`src/rtl/gpio_edge_pkg.sv`:
```
package gpio_edge_pkg;
  typedef enum logic [3:0] {
    RI_DIR  = 4'd0,
    RI_OUT  = 4'd1,
    RI_SET  = 4'd2,
    RI_CLR  = 4'd3,
    RI_IN   = 4'd4,
    RI_RSET = 4'd5,
    RI_RCLR = 4'd6,
    RI_FSET = 4'd7,
    RI_FCLR = 4'd8,
    RI_STAT = 4'd9
  } reg_idx_e;

  localparam int REGS_PER_SET = 10;
  localparam int BEN_OFS      = 8;
  localparam int SET_BASE     = 16;
  localparam int SET_STRIDE   = 40;

  function automatic int reg_addr(int set_no, reg_idx_e r);
    return SET_BASE + set_no * SET_STRIDE + 4 * int'(r);
  endfunction
endpackage

```
`src/rtl/gpio_edge_sync.sv`:
```
module gpio_edge_sync #(
  parameter int W = 64
) (
  input  logic         clk,
  input  logic         rst_n,
  input  logic [W-1:0] async_i,
  output logic [W-1:0] sync_o
);
  logic [W-1:0] meta_q;
  logic [W-1:0] stab_q;

  always_ff @(posedge clk or negedge rst_n) begin
    if (!rst_n) begin
      meta_q <= '0;
      stab_q <= '0;
    end else begin
      meta_q <= async_i;
      stab_q <= meta_q;
    end
  end

  assign sync_o = stab_q;
endmodule

```
`src/rtl/gpio_edge_set.sv`:
```
module gpio_edge_set
  import gpio_edge_pkg::*;
#(
  parameter int W = 32
) (
  input  logic         clk,
  input  logic         rst_n,
  input  logic         wr_stb,
  input  reg_idx_e     wr_idx,
  input  logic [W-1:0] wdata,
  input  logic [W-1:0] sync_in,
  output logic [W-1:0] dir_o,
  output logic [W-1:0] out_o,
  output logic [W-1:0] rise_o,
  output logic [W-1:0] fall_o,
  output logic [W-1:0] stat_o
);
  logic [W-1:0] dir_q, out_q, rise_q, fall_q, stat_q, prev_q;
  logic [W-1:0] edge_hit, clr_mask;

  assign edge_hit = (rise_q & sync_in & ~prev_q) | (fall_q & ~sync_in & prev_q);
  assign clr_mask = (wr_stb && wr_idx == RI_STAT) ? wdata : '0;

  always_ff @(posedge clk or negedge rst_n) begin
    if (!rst_n) begin
      dir_q  <= '1;
      out_q  <= '0;
      rise_q <= '0;
      fall_q <= '0;
      stat_q <= '0;
      prev_q <= '0;
    end else begin
      prev_q <= sync_in;
      stat_q <= (stat_q & ~clr_mask) | edge_hit;
      if (wr_stb) begin
        case (wr_idx)
          RI_DIR:  dir_q  <= wdata;
          RI_SET:  out_q  <= out_q | wdata;
          RI_CLR:  out_q  <= out_q & ~wdata;
          RI_RSET: rise_q <= rise_q | wdata;
          RI_RCLR: rise_q <= rise_q & ~wdata;
          RI_FSET: fall_q <= fall_q | wdata;
          RI_FCLR: fall_q <= fall_q & ~wdata;
          default: ;
        endcase
      end
    end
  end

  assign dir_o  = dir_q;
  assign out_o  = out_q;
  assign rise_o = rise_q;
  assign fall_o = fall_q;
  assign stat_o = stat_q;
endmodule

```
`src/rtl/gpio_edge_ctrl.sv`:
```
module gpio_edge_ctrl
  import gpio_edge_pkg::*;
#(
  parameter int NUM_SETS = 2,
  parameter int SET_W    = 32,
  parameter int ADDR_W   = 8,
  localparam int PINS    = NUM_SETS * SET_W,
  localparam int NBANK   = NUM_SETS * 2
) (
  input  logic              clk,
  input  logic              rst_n,
  input  logic              bus_en,
  input  logic              bus_we,
  input  logic [ADDR_W-1:0] bus_addr,
  input  logic [SET_W-1:0]  bus_wdata,
  output logic [SET_W-1:0]  bus_rdata,
  output logic              bus_rvalid,
  input  logic [PINS-1:0]   pin_in,
  output logic [PINS-1:0]   pin_out,
  output logic [PINS-1:0]   pin_oe,
  output logic [NBANK-1:0]  bank_irq
);
  localparam int HALF = SET_W / 2;
  localparam logic [ADDR_W-1:0] BEN_A = ADDR_W'(BEN_OFS);

  logic [PINS-1:0]  pin_sync;
  logic [NBANK-1:0] ben_q;
  logic [SET_W-1:0] set_rd [NUM_SETS];
  logic [SET_W-1:0] rd_word;

  gpio_edge_sync #(.W(PINS)) u_sync (
    .clk    (clk),
    .rst_n  (rst_n),
    .async_i(pin_in),
    .sync_o (pin_sync)
  );

  for (genvar k = 0; k < NUM_SETS; k++) begin : g_set
    localparam logic [ADDR_W-1:0] BASE = ADDR_W'(SET_BASE + k * SET_STRIDE);
    logic [ADDR_W-1:0] ofs;
    logic              hit;
    reg_idx_e          idx;
    logic [SET_W-1:0]  dir_w, out_w, rise_w, fall_w, stat_w, in_w;

    assign ofs  = bus_addr - BASE;
    assign hit  = (bus_addr >= BASE) && (ofs < ADDR_W'(4 * REGS_PER_SET)) && (ofs[1:0] == 2'b00);
    assign idx  = reg_idx_e'(ofs[5:2]);
    assign in_w = pin_sync[k*SET_W +: SET_W];

    gpio_edge_set #(.W(SET_W)) u_set (
      .clk    (clk),
      .rst_n  (rst_n),
      .wr_stb (bus_en && bus_we && hit),
      .wr_idx (idx),
      .wdata  (bus_wdata),
      .sync_in(in_w),
      .dir_o  (dir_w),
      .out_o  (out_w),
      .rise_o (rise_w),
      .fall_o (fall_w),
      .stat_o (stat_w)
    );

    always_comb begin
      set_rd[k] = '0;
      if (hit) begin
        case (idx)
          RI_DIR:                  set_rd[k] = dir_w;
          RI_OUT, RI_SET, RI_CLR:  set_rd[k] = out_w;
          RI_IN:                   set_rd[k] = in_w;
          RI_RSET, RI_RCLR:        set_rd[k] = rise_w;
          RI_FSET, RI_FCLR:        set_rd[k] = fall_w;
          RI_STAT:                 set_rd[k] = stat_w;
          default:                 set_rd[k] = '0;
        endcase
      end
    end

    assign pin_out[k*SET_W +: SET_W] = out_w;
    assign pin_oe[k*SET_W +: SET_W]  = ~dir_w;
    assign bank_irq[2*k]   = ben_q[2*k]   & (|stat_w[HALF-1:0]);
    assign bank_irq[2*k+1] = ben_q[2*k+1] & (|stat_w[SET_W-1:HALF]);
  end

  always_comb begin
    rd_word = (bus_addr == BEN_A) ? SET_W'(ben_q) : '0;
    for (int k = 0; k < NUM_SETS; k++) rd_word = rd_word | set_rd[k];
  end

  always_ff @(posedge clk or negedge rst_n) begin
    if (!rst_n) begin
      ben_q      <= '0;
      bus_rdata  <= '0;
      bus_rvalid <= 1'b0;
    end else begin
      bus_rvalid <= bus_en && !bus_we;
      if (bus_en && !bus_we) bus_rdata <= rd_word;
      if (bus_en && bus_we && bus_addr == BEN_A) ben_q <= bus_wdata[NBANK-1:0];
    end
  end
endmodule

```
`config.mk`:
```
export PLATFORM = sky130hd
export DESIGN_NAME = gpio_edge_ctrl
export DESIGN_NICKNAME = d
export VERILOG_FILES = /design/src/rtl/gpio_edge_pkg.sv /design/src/rtl/gpio_edge_sync.sv /design/src/rtl/gpio_edge_set.sv /design/src/rtl/gpio_edge_ctrl.sv
export SDC_FILE = /design/constraint.sdc
export NUM_CORES = 1
export LEC_CHECK = 0
export BUFFER_PORTS_ARGS = -buffer_cell sky130_fd_sc_hd__clkbuf_2
export CELL_PAD_IN_SITES_DETAIL_PLACEMENT = 1
export CELL_PAD_IN_SITES_GLOBAL_PLACEMENT = 2
export CORE_ASPECT_RATIO = 2
export CORE_MARGIN = 5
export CORE_UTILIZATION = 41
export DETAILED_ROUTE_END_ITERATION = 8
export PLACE_DENSITY_LB_ADDON = 0.1
export SLEW_MARGIN = 20
export SYNTH_ARGS = -nofsm -noshare
export SYNTH_HDL_FRONTEND = slang
export SYNTH_SLANG_ARGS = --single-unit
```
`constraint.sdc`:
```
create_clock -name clk -period 3.9 [get_ports clk]
set_clock_uncertainty 0.15 [all_clocks]
set_input_delay 0.39 -clock clk [delete_from_list [all_inputs] [get_ports clk]]
set_output_delay 0.39 -clock clk [all_outputs]
set_load 0.02 [all_outputs]
```
==> impl_summary.md, run 1 <==
Outcome
The run finished with clean final reports.

Clock tree
Hold repair after CTS inserted 65 buffers. The post-cts resize count is 0. The count of clock tree sinks is 549. The clock tree from TritonCTS is yes. The clock reaches the later pin of the worst-skew pair after 0.61 ns. The post-CTS repair timing setup buffer count is 0. In this run the number of H-tree levels came out at 2. After clock tree synthesis, the clock-pin slew on the worst setup and hold paths is 0.07 ns. Counting the buffers created by CTS gives 51. The maximum number of buffers from clock root to sink is 3. The master cell of the clock root buffer is clkbuf_16.

Worst setup path
The launch point of the worst reg-to-reg path is g_set[0].u_set.stat_o[23]. The worst setup path is launched from an input pin. The setup path with the least slack is of type input pin to flop. On the critical path, the stage with the largest delay is an instance of and3_1.

The most critical setup path has its startpoint at bus_addr[3]. The family with the most delay on the worst path is simple AND/OR/NAND/NOR gates. The required time at the worst-slack endpoint is 4.26 ns.

STA classifies the critical path endpoint as a flop. At the worst endpoint, the arrival time is 3.21 ns. Together, buffers and inverters on the worst path number 4. The biggest fanout along the worst timing path is 19. The critical path goes through buf_2 -> inv_1 -> ha_1 -> buf_4 -> buf_4 -> and3_1 -> a22oi_1 -> and3_1 -> o211ai_1. The longest individual stage delay on the worst path is 0.78 ns. The register-to-register path setup slack is 1.82 ns.

Detailed routing
The first detailed-routing pass ran for 9 iterations. The detail-routed net length per standard cell is 30.80 um. The initial detailed-routing violation count is 1827. Using the TritonRoute via totals, the vias-per-cell ratio works out to 6.320. The final route contains 21110 vias.

For this run, design rule violations remaining after detail routing come to 0. The routed wire length is 102900 um. In this run the remaining antenna-violating nets after routing total 0.

Finish
The number of fill cells in the layout is 6333. The finished layout holds 3340 standard cells, fillers aside. In the final design database the tool counted 2645 nets. The growth of design area from synthesis to finish is 21.10%.

The number of antenna repair diodes is 0. Registers take 13820 um^2. The post-route netlist has 23.86% of its cells at a drive strength greater than 1.

Summing all multi-input logic gate instances after layout gives 9032 um^2.

Global routing
The number of antenna violations at the first check in global routing is 0. The number of global-route vias before repair was 22280. For this run the aggregate overflow at the end of global routing stands at 0. The first global-routing pass estimated 151200 um of wire. The largest net degree at the start of global routing is 97. In the global route stage, overall resource usage came out at 31.69%.

Worst hold path
The worst hold path belongs to the class input pin to flop. The startpoint of the lowest-slack hold path is bus_wdata[28].

Placed design
The count of buffers from port buffering is 272. Routability-driven placement finished with a final weighted congestion of 0.8784. The sum of net half-perimeters after detailed placement is 70440 um.

The number of placed instances, taps included, is 3179.

STA
Based on the critical path, the design can be clocked at up to 0.3515 GHz. The final number of max-transition violations came to 0. Measured against its own limit, the worst slew margin works out to 41.28%. Setup total negative slack on the finished layout was measured at 0 ns.

The count of endpoints failing hold in the final timing report is 0. At the pin with the least slew margin, the transition time is 0.8808 ns. The final critical path time including I/O delays and setup is 2.845 ns. Setup repair after global routing left no endpoint under its margin. Setup violations remaining at the end of the flow were counted as 0.

The final critical-path share of the clock period is 72.94%.

Floorplan
Pin placement for this block handled 273 I/O pins. Once the floorplan was initialized, standard cells occupied 41.29% of the core. The core box area is 58020 um^2. The full die area is 63670 um^2. The die span in x is 180.9 um.

The die is 351.9 um tall. The standard-cell row count is 125.

Synth
Counting distinct cell types in the post-synthesis netlist gives 66. Synthesis produced a netlist whose cell count is 2251. Yosys mapped a number of flops with a built-in enable equal to 0. The mean post-synth cell area is 10.64 um^2.

By area the synthesized netlist is led by dfrtp_1 (51%), a31oi_1 (7.6%), dfstp_2 (7.0%), nand2_1 (3.4%), a21oi_1 (3.2%). The dominant register cell in the synthesized netlist is dfrtp_1. After synthesis, the share of flip-flops with an asynchronous set or reset is 100.0%. The total standard cell area after synthesis is 23960 um^2. The synthesis-stage register bit count is 549. The net count after synthesis is 2361.

The most area-hungry cell type in the Yosys netlist is dfrtp_1. In the synthesized netlist, the cells that appear most often are dfrtp_1 (485), a31oi_1 (292), nand2_1 (220). Of the synthesized area, sequential elements account for 57.67%. The total number of yosys warnings is 0.

The top cell type's share of synthesized area is 50.65%. The most common cell in the synthesized netlist is dfrtp_1.

Pwr
The switching power total is 4.032 mW. The total power per unit cell area is 497.4 nW/um^2. The clock network is responsible for 40.5% of the overall power. Sequential cells burn 47.3% of the power.

In this run the static leakage power is 13.00 nW. The switching share of power is 27.94%. Cell internal power was estimated by the tool at 10.40 mW. The worst-case IR drop observed on VDD is 0.3586 mV. Combinational logic is responsible for 12.2% of the overall power.

Flow run
The count of max-cap constraint violations is 0.
-- worst register-to-register path, stage by stage (launching register included) --
cell and delay (ns):
dfrtp_1 0.41, a22o_1 0.21, a222oi_1 0.61, o21ai_0 0.31, a211o_1 0.28
-- cell usage in the layout (no fill, tap or decap), types with 64 or more instances in the layout --
| cell | instances |
|---|---|
| clkbuf_2 | 270 |
| buf_4 | 86 |
| o21ai_0 | 81 |
| dlygate4sd3_1 | 65 |
| dfstp_2 | 64 |
| a31oi_1 | 292 |
| dfrtp_1 | 485 |
| a21oi_1 | 155 |
| o22ai_1 | 77 |
| nand3_1 | 95 |
| nand2_1 | 220 |
| inv_1 | 73 |
-- worst paths after layout --
| check | to | cells past startpoint |
|---|---|---|
| setup / recovery | bus_rdata[9] | 9 |
| hold / removal | g_set[1].u_set.dir_o[28] | 3 |
| setup reg to reg | bus_rdata[23] | 4 |
| hold reg to reg | u_sync.sync_o[20] | 0 |
| max in group asynchronous | g_set[0].u_set.dir_o[11] | 3 |
| min in group asynchronous | u_sync.sync_o[38] | 2 |
-- metal layers --
layer / up-vias / global-route usage (%) / routed length [um]
li1: 8986 / - / -
met1: 11000 / 37.88 / 38470
met2: 893 / 55.61 / 52120
met3: 229 / 3.292 / 5401
met4: 0 / 18.27 / 6869
met5: - / 0 / 0
-- power groups by stage --
stage / Sequential, mW / Clock [mW] / Combinational, mW
after floorplan: 6.70 / 0 / 0.920
final: 6.82 / 5.85 / 1.77
after detailed placement: 6.92 / 0 / 1.71
after CTS: 6.82 / 5.95 / 1.77
after global placement: 6.90 / 0 / 1.65
after global routing: 6.88 / 6.16 / 1.90
-- cells by family after synthesis --
family,share of synthesized area [%]
flip-flops,57.67
XOR/XNOR,0.2089
multiplexers,4.376
buffers and inverters,4.997
AND/OR/NAND/NOR,9.206
adder cells (fa/ha/maj),0.1044
AO/OA/AOI/OAI,23.44
-- metrics by stage --
stage / worst slack [ns] / instance area (um^2) / utilization [%] / hold slack [ns] / total power [mW]
floorplan: 1.297 / 23960 / - / -0.05559 / 7.623
global placement: 0.5794 / 26420 / 45.53 / 0.1832 / 8.552
detailed placement: 0.5174 / 26420 / 45.53 / 0.1858 / 8.630
CTS: 1.148 / 29010 / 50.00 / 0.08624 / 14.53
global route: 0.9393 / 29020 / 50.01 / 0.1332 / 14.93
finish: 1.055 / 29020 / 50.01 / 0.1220 / 14.43
-- final cells by class --
| class | instances | share of cell area, % |
|---|---|---|
| Inverter | 74 | 0.9573 |
| Clock inverter | 30 | 1.768 |
| Sequential cell | 549 | 47.62 |
| Timing Repair Buffer | 439 | 10.30 |
| Clock buffer | 66 | 4.942 |
| Multi-Input combinational cell | 1420 | 31.13 |
| Tap cell | 762 | 3.286 |
No activity file was read; power rests on OpenSTA's default activity.
==> run 2: changes to the inputs <==
CORE_UTILIZATION = 35   (was 41)
clock period = 2.3 ns   (was 3.9 ns; I/O delays follow)
==> run 2 against run 1 <==
Setup slack got worse by 1.0 ns. Routed wire length rose by 4.3%. Sequential cell count did not move. First-iteration DRC count fell by 8.0%. Global-route usage fell by 3.6 points. Critical endpoint is now bank_irq[3]. Register-to-register slack got worse by 1.5 ns. Power rose by 71%. Sequential power rose by 72%. Combinational power rose by 89%. Largest power group unchanged.
==> impl_summary.md, run 2 (synthesized netlist as in run 1, its figures left out) <==
Finish
The footprint of the multi-input gates is 9095 um^2 (was 9032 um^2). The growth of design area from synthesis to finish is 30.05% (was 21.10%). The net total in the final layout is 2840 (was 2645). The count of non-filler cells in the finished layout is 3664 (was 3340).

The share of layout cells above drive strength 1 is 29.06% (was 23.86%). The most common cell after layout, fill and taps aside is dfrtp_1 (unchanged). The area taken by flip-flops and latches is 13820 um^2 (unchanged). The number of antenna repair diodes came to 0 (unchanged).

The number of fill cells in the layout is 7426 (was 6333). Highest-count cells in the layout ignoring fill and taps: dfrtp_1 (485), a31oi_1 (292), clkbuf_2 (270) (unchanged).

Global routing
The number of antenna violations at the first check in global routing came to 0 (unchanged). The first-pass GRT wire length was 157300 um (was 151200 um). The total global routing overflow is 0 (unchanged).

The largest net degree at the start of global routing came to 78 (was 97). The number of global-route vias before repair is 23180 (was 22280). The total global routing track utilization is 28.12% (was 31.69%).

STA
The count of endpoints failing hold in the final timing report was 0 (unchanged). Setup repair after global routing missed its margin: no (unchanged). The final critical-path share of the clock period is 98.85%. The worst path setup slack after routing is 0.02644 ns (was 1.055 ns). The total of endpoints with negative setup slack in the final report is 0 (unchanged). The final number of max-transition violations is 0 (unchanged).

The worst slew slack as a fraction of its limit is 29.09% (was 41.28%). Based on the critical path, the design can be clocked at up to 0.4398 GHz. The accumulated negative setup slack is 0 ns (unchanged).

The pin slew with the least headroom to its limit is 1.058 ns (was 0.8808 ns). The worst path needs 2.274 ns of the cycle, external delays included.

Detailed routing
The remaining design rule violation count is 0 (unchanged). The post-detailed-route via-to-cell ratio is 5.886 (was 6.320). The detail-routed net length per standard cell is 29.29 um (was 30.80 um).

The routed wire length is 107300 um (was 102900 um). The number of detailed-route iterations in the first pass is 8 (was 9). The initial detailed-routing violation count was 1680 (was 1827). The residual antenna-violating net count after detailed routing was 0 (unchanged).

The via count is 21570 (was 21110).

Worst setup path
The required time at the worst-slack endpoint is 1.92 ns (was 4.26 ns). The slowest library cell on the worst path is dfrtp_1 (was and3_1). The family with the most delay on the worst path is flip-flops (was simple AND/OR/NAND/NOR gates). The longest individual stage delay on the worst path was 0.41 ns (was 0.78 ns). The endpoint class of the critical path is an output pin (was flop). The type of the worst setup path is flop to output pin (was input pin to flop). The kind of start point of the critical path is a flop (was input pin). The biggest fanout along the worst timing path is 3 (was 19).

Critical path cell sequence: nor4_1 -> a41oi_1 -> clkbuf_2 (was buf_2 -> inv_1 -> ha_1 -> buf_4 -> buf_4 -> and3_1 -> a22oi_1 -> and3_1 -> o211ai_1). The arrival time of the worst setup path is 1.89 ns (was 3.21 ns). The sum of buffers and inverters on the critical path is 1 (was 4). The launch point of the worst path is g_set[1].u_set.stat_o[29] (was bus_addr[3]).

Pwr
The switching power total was 7.068 mW (was 4.032 mW). The part of the power in registers is 47.2% (was 47.3%). The combinational share of power is 13.5% (was 12.2%). The cell-internal power is 17.64 mW (was 10.40 mW). The maximum ir drop on the vdd rail is 0.5260 mV (was 0.3586 mV).

The part of the total power dissipated in the clock network is 39.3% (was 40.5%). The post-layout total power is 24.71 mW (was 14.43 mW). The switching share of power is 28.60% (was 27.94%). The total power per unit cell area is 793.0 nW/um^2 (was 497.4 nW/um^2). The static leakage power is 14.10 nW (was 13.00 nW).

Clock tree
The clock edge transition at the registers on the reported setup and hold paths is 0.07 ns (about the same). The count of clock tree sinks came to 549 (unchanged). The CTS buffer count is 52 (was 51). The post-CTS repair timing setup buffer count is 0 (unchanged).

The maximum number of buffers from clock root to sink is 3 (unchanged). The clock tree from TritonCTS was yes (unchanged). The clock insertion delay at the later pin of the skew report is 0.62 ns (was 0.61 ns). The master cell of the clock root buffer is clkbuf_16 (unchanged). The H-tree depth reported by CTS is 2 (unchanged).

Placed design
The number of cells after detailed placement came to 3487 (was 3179). The global placer's final weighted congestion was 0.8829 (was 0.8784). The sum of net half-perimeters after detailed placement is 78510 um (was 70440 um). The count of buffers from port buffering came to 272 (unchanged). The worst slack after detailed placement is -0.5134 ns (was 0.5174 ns).

Floorplan
The y dimension of the die was 380.0 um (was 351.9 um). The standard-cell row count is 135 (was 125). The core box area was 67900 um^2 (was 58020 um^2). The die span in x came to 195.0 um (was 180.9 um). The count of boundary I/O pins was 273 (unchanged). The effective utilization at floorplan is 35.29% (was 41.29%). The full die area was 74110 um^2 (was 63670 um^2).

Worst hold path
The startpoint of the lowest-slack hold path is bus_wdata[4] (was bus_wdata[28]). The kind of path behind the tightest hold check is input pin to flop (unchanged).

Outcome
Outcome: completed (unchanged).

Flow run
The count of max-cap constraint violations is 0 (unchanged).
==> run 2: changes by cell type in the layout (fill, tap and decap cells not counted), moves of 5 or more <==
cell / before / now
buf_4: 86 / 227
buf_12: 16 / 55
dlygate4sd3_1: 65 / 79
clkinv_2: 7 / 14
nor4_1: 20 / 14
nor4_2: 1 / 6
==> run 2: final cells by class <==
type | count | share of cell area, %
clock inverters | 32 | 1.393
clock buffers | 66 | 4.670
flip-flops and latches | 549 | 44.34
repair buffers | 633 | 15.94
well taps | 890 | 3.574
multi-input cells | 1420 | 29.19
inverters | 74 | 0.8914
==> run 2: per-stage QoR <==
step                hold WS [ns]  cell area [um^2]  util (%)
detailed placement       0.02920             28430     41.88
finish                   0.03332             31160     45.89
global route             0.04711             31160     45.89
floorplan                -0.2156             23970         -
CTS                      0.01781             31150     45.88
global placement         0.04756             28430     41.88
==> run 2: path summary, 6_finish.rpt <==
| path | endpoint | slack [ns] | cells past startpoint |
|---|---|---|---|
| max | bank_irq[3] | 0.03 | 3 |
| min | g_set[1].u_set.dir_o[4] | 0.03 | 3 |
| max reg2reg | bus_rdata[20] | 0.31 | 4 |
| min reg2reg | u_sync.sync_o[1] | 0.19 | 0 |
| max in group asynchronous | async pin | 0.23 | 4 |
| min in group asynchronous | bus_rdata[2] | 0.55 | 3 |
==> run 2: metal layers <==
layer / up-vias / track usage (%) / wire (um) / part of all wire [%]
met4: 0 / 14.95 / 6869 / 6.4
li1: 9389 / - / - / -
met2: 723 / 49.17 / 53760 / 50
met1: 11250 / 33.98 / 42320 / 39
met3: 204 / 2.897 / 4372 / 4.1
met5: - / 0 / 0 / 0
==> run 2: power groups by stage <==
stage	Combinational (mW)	Clock [mW]	Sequential, mW
floorplan	1.56	0	11.4
global placement	3.13	0	11.8
detailed placement	3.22	0	11.8
CTS	3.36	9.93	11.6
global route	3.58	10.3	11.7
finish	3.34	9.71	11.7
==> run 2: what timing repair did <==
| item | in CTS | in global routing |
|---|---|---|
| endpoints found under the setup margin | 4 | 1 |
| pin swaps | 0 | 0 |
| hold buffers | 79 | 0 |
| gates resized for setup | 6 | 1 |
| hold endpoints to repair | 535 | 0 |
==> run 2: worst min-delay path: cells and delay by family <==
kind                   cells  cell delay [ns]
AND/OR/NAND/NOR            1             0.16
AO/OA/AOI/OAI              1             0.08
buffers and inverters      1             0.31
==> run 3: changes to the inputs <==
PLACE_DENSITY_LB_ADDON = 0.08   (was 0.1)
==> run 3 against run 2 <==
Worst hold slack got worse by 0.0088 ns. Sequential power about the same. Clock-buffer cell count increased by 4. Via count increased by 0.24%. Critical path type is now input pin to flop. Critical endpoint is now bus_rdata[11]. Largest power group unchanged.
==> impl_summary.md, run 3 (synthesized netlist as in run 1, its figures left out) <==
Worst setup path
The kind of start point of the critical path is an input pin (was flop). The type of the worst setup path was input pin to flop (was flop to output pin). The required time at the worst-slack endpoint came to 2.65 ns (was 1.92 ns).

The arrival time of the worst setup path was 2.61 ns (was 1.89 ns). The biggest fanout along the worst timing path is 7 (was 3). The endpoint class of the critical path is a flop (was output pin).

The depth of the worst register-to-register path is 6 (was 4).

Clock tree
The count of clock tree sinks came to 549 (unchanged). The CTS buffer count is 53 (was 52). The master cell of the clock root buffer is clkbuf_16 (unchanged).

The clock insertion delay at the later pin of the skew report is 0.62 ns (about the same). The clock tree from TritonCTS is yes (unchanged). The maximum number of buffers from clock root to sink is 3 (unchanged). The H-tree depth reported by CTS is 2 (unchanged). The clock edge transition at the registers on the reported setup and hold paths is 0.07 ns (about the same).

Pwr
The part of the total power dissipated in the clock network is 38.1% (was 39.3%). The combinational share of power is 13.9% (was 13.5%). The cell-internal power is 17.27 mW (was 17.64 mW). The switching share of power was 29.25% (was 28.60%). The part of the power in registers was 48.0% (was 47.2%). The switching power total was 7.142 mW (was 7.068 mW). The static leakage power is 14.14 nW (was 14.10 nW). The total power per unit cell area is 782.5 nW/um^2 (was 793.0 nW/um^2). The maximum ir drop on the vdd rail came to 0.6007 mV (was 0.5260 mV).

The post-layout total power came to 24.42 mW (was 24.71 mW).

Finish
The share of layout cells above drive strength 1 is 29.55% (was 29.06%). The net total in the final layout is 2857 (was 2840). The most common cell after layout, fill and taps aside is dfrtp_1 (unchanged). The area taken by flip-flops and latches is 13820 um^2 (unchanged).

The growth of design area from synthesis to finish is 30.23% (was 30.05%). The number of fill cells in the layout is 7460 (was 7426). The number of antenna repair diodes is 0 (unchanged). Highest-count cells in the layout ignoring fill and taps: dfrtp_1 (485), a31oi_1 (292), clkbuf_2 (270) (unchanged). The finished layout cell area is 31200 um^2 (was 31160 um^2). The footprint of the multi-input gates is 9144 um^2 (was 9095 um^2).

STA
The final critical-path share of the clock period came to 98.28% (was 98.85%). The final number of max-transition violations was 0 (unchanged). Setup repair after global routing missed its margin: no (unchanged).

The maximum clock rate is 0.4424 GHz (was 0.4398 GHz). The count of endpoints failing hold in the final timing report came to 0 (unchanged). The total of endpoints with negative setup slack in the final report was 0 (unchanged). The pin slew with the least headroom to its limit is 1.080 ns (was 1.058 ns). The final critical path time including I/O delays and setup is 2.261 ns (was 2.274 ns). The worst slew slack as a fraction of its limit is 27.58% (was 29.09%).

Global routing
The number of antenna violations at the first check in global routing came to 1 (was 0). The first-pass GRT wire length is 156200 um (was 157300 um). The number of global-route vias before repair was 23220 (was 23180).

The largest net degree at the start of global routing is 91 (was 78). The total global routing overflow is 0 (unchanged). The total global routing track utilization is 27.86% (was 28.12%).

Flow run
The count of max-cap constraint violations is 0 (unchanged).

Floorplan
The y dimension of the die came to 380.0 um (unchanged). The count of boundary I/O pins is 273 (unchanged). The standard-cell row count is 135 (unchanged).

The full die area is 74110 um^2 (unchanged). The effective utilization at floorplan came to 35.29% (unchanged). The core box area is 67900 um^2 (unchanged). The die span in x came to 195.0 um (unchanged).

Placed design
The sum of net half-perimeters after detailed placement came to 78050 um (was 78510 um). The global placer's final weighted congestion is 0.8959 (was 0.8829). The area after detailed placement was 28470 um^2 (was 28430 um^2). The count of buffers from port buffering is 272 (unchanged).

Worst hold path
The kind of path behind the tightest hold check is input pin to flop (unchanged). The instance count along the most critical hold path was 3 (unchanged).

Detailed routing
The initial detailed-routing violation count is 1419 (was 1680). The routed wire length is 105900 um (was 107300 um). The via count came to 21620 (was 21570). The detail-routed net length per standard cell is 28.77 um (was 29.29 um).

The residual antenna-violating net count after detailed routing is 0 (unchanged). The number of detailed-route iterations in the first pass is 6 (was 8). The remaining design rule violation count is 0 (unchanged).

The post-detailed-route via-to-cell ratio is 5.871 (was 5.886).

Outcome
Outcome: completed (unchanged).
-- run 3: cell types whose count changed in the layout (fill, tap and decap cells not counted), sizes merged --
cell,previous run,this run
clkbuf,336,340
bufinv,10,6
inv,76,77
buf,284,299
dlygate4sd3,79,80
clkinvlp,5,6
-- run 3: worst max-delay path, cell delays in order --
cell      delay (ns)
buf_2           0.18
buf_4           0.15
inv_2           0.04
ha_2            0.32
and3b_1         0.20
mux2_4          0.33
buf_12          0.16
a222oi_1        0.31
nand3_1         0.33
a211o_1         0.34
-- run 3: per-layer routing --
layer | GRT usage [%] | vias to the layer above | wire length (um)
met5 | 0 | - | 0
met4 | 14.65 | 0 | 6648
met3 | 2.941 | 199 | 4454
met2 | 48.56 | 760 | 53230
met1 | 33.82 | 11240 | 41610
li1 | - | 9415 | -
-- run 3: cell type report --
| type | instances | area share (%) |
|---|---|---|
| Sequential cell | 549 | 44.28 |
| Tap cell | 890 | 3.569 |
| Clock inverter | 30 | 1.131 |
| Timing Repair Buffer | 649 | 16.11 |
| Multi-Input combinational cell | 1420 | 29.30 |
| Clock buffer | 70 | 4.711 |
| Inverter | 74 | 0.8901 |
-- run 3: what timing repair did --
action / CTS / global route
setup buffers: 0 / 1
resized for setup: 6 / 10
hold buffers: 81 / 0
setup endpoints to repair: 3 / 9
hold endpoints to repair: 508 / 0
pin swaps: 0 / 2
-- run 3: power groups by stage --
stage / clock [mW] / sequential, mW / combinational [mW]
finish: 9.31 / 11.7 / 3.38
global route: 9.90 / 11.8 / 3.63
floorplan: 0 / 11.4 / 1.56
global placement: 0 / 11.8 / 3.15
CTS: 9.52 / 11.7 / 3.37
detailed placement: 0 / 11.8 / 3.23
-- run 3: stage by stage --
step	setup WS (ns)	TNS, ns	hold slack (ns)	std cells	util [%]
after floorplan	0.009108	0	-0.2156	2251	-
after global placement	-0.5916	-98.22	-0.01537	3500	41.93
after detailed placement	-0.6157	-110.93	-0.02101	3500	41.93
after CTS	0.008771	0	0.0003413	3681	45.86
after global routing	0.008147	0	0.02350	3682	45.96
final	0.03950	0	0.02451	3682	45.96
-- run 3: path summary, 6_finish.rpt --
check | startpoint | end | slack, ns
max | bus_addr[3] | bus_rdata[11] | 0.04
min | bus_wdata[14] | g_set[1].u_set.dir_o[14] | 0.02
max reg2reg | flop | bus_rdata[23] | 0.25
min reg2reg | u_sync.meta_q[29] | u_sync.sync_o[29] | 0.20
max in group asynchronous | rst_n | g_set[0].u_set.dir_o[13] | 1.14
min in group asynchronous | rst_n | g_set[1].u_set.dir_o[4] | 0.15
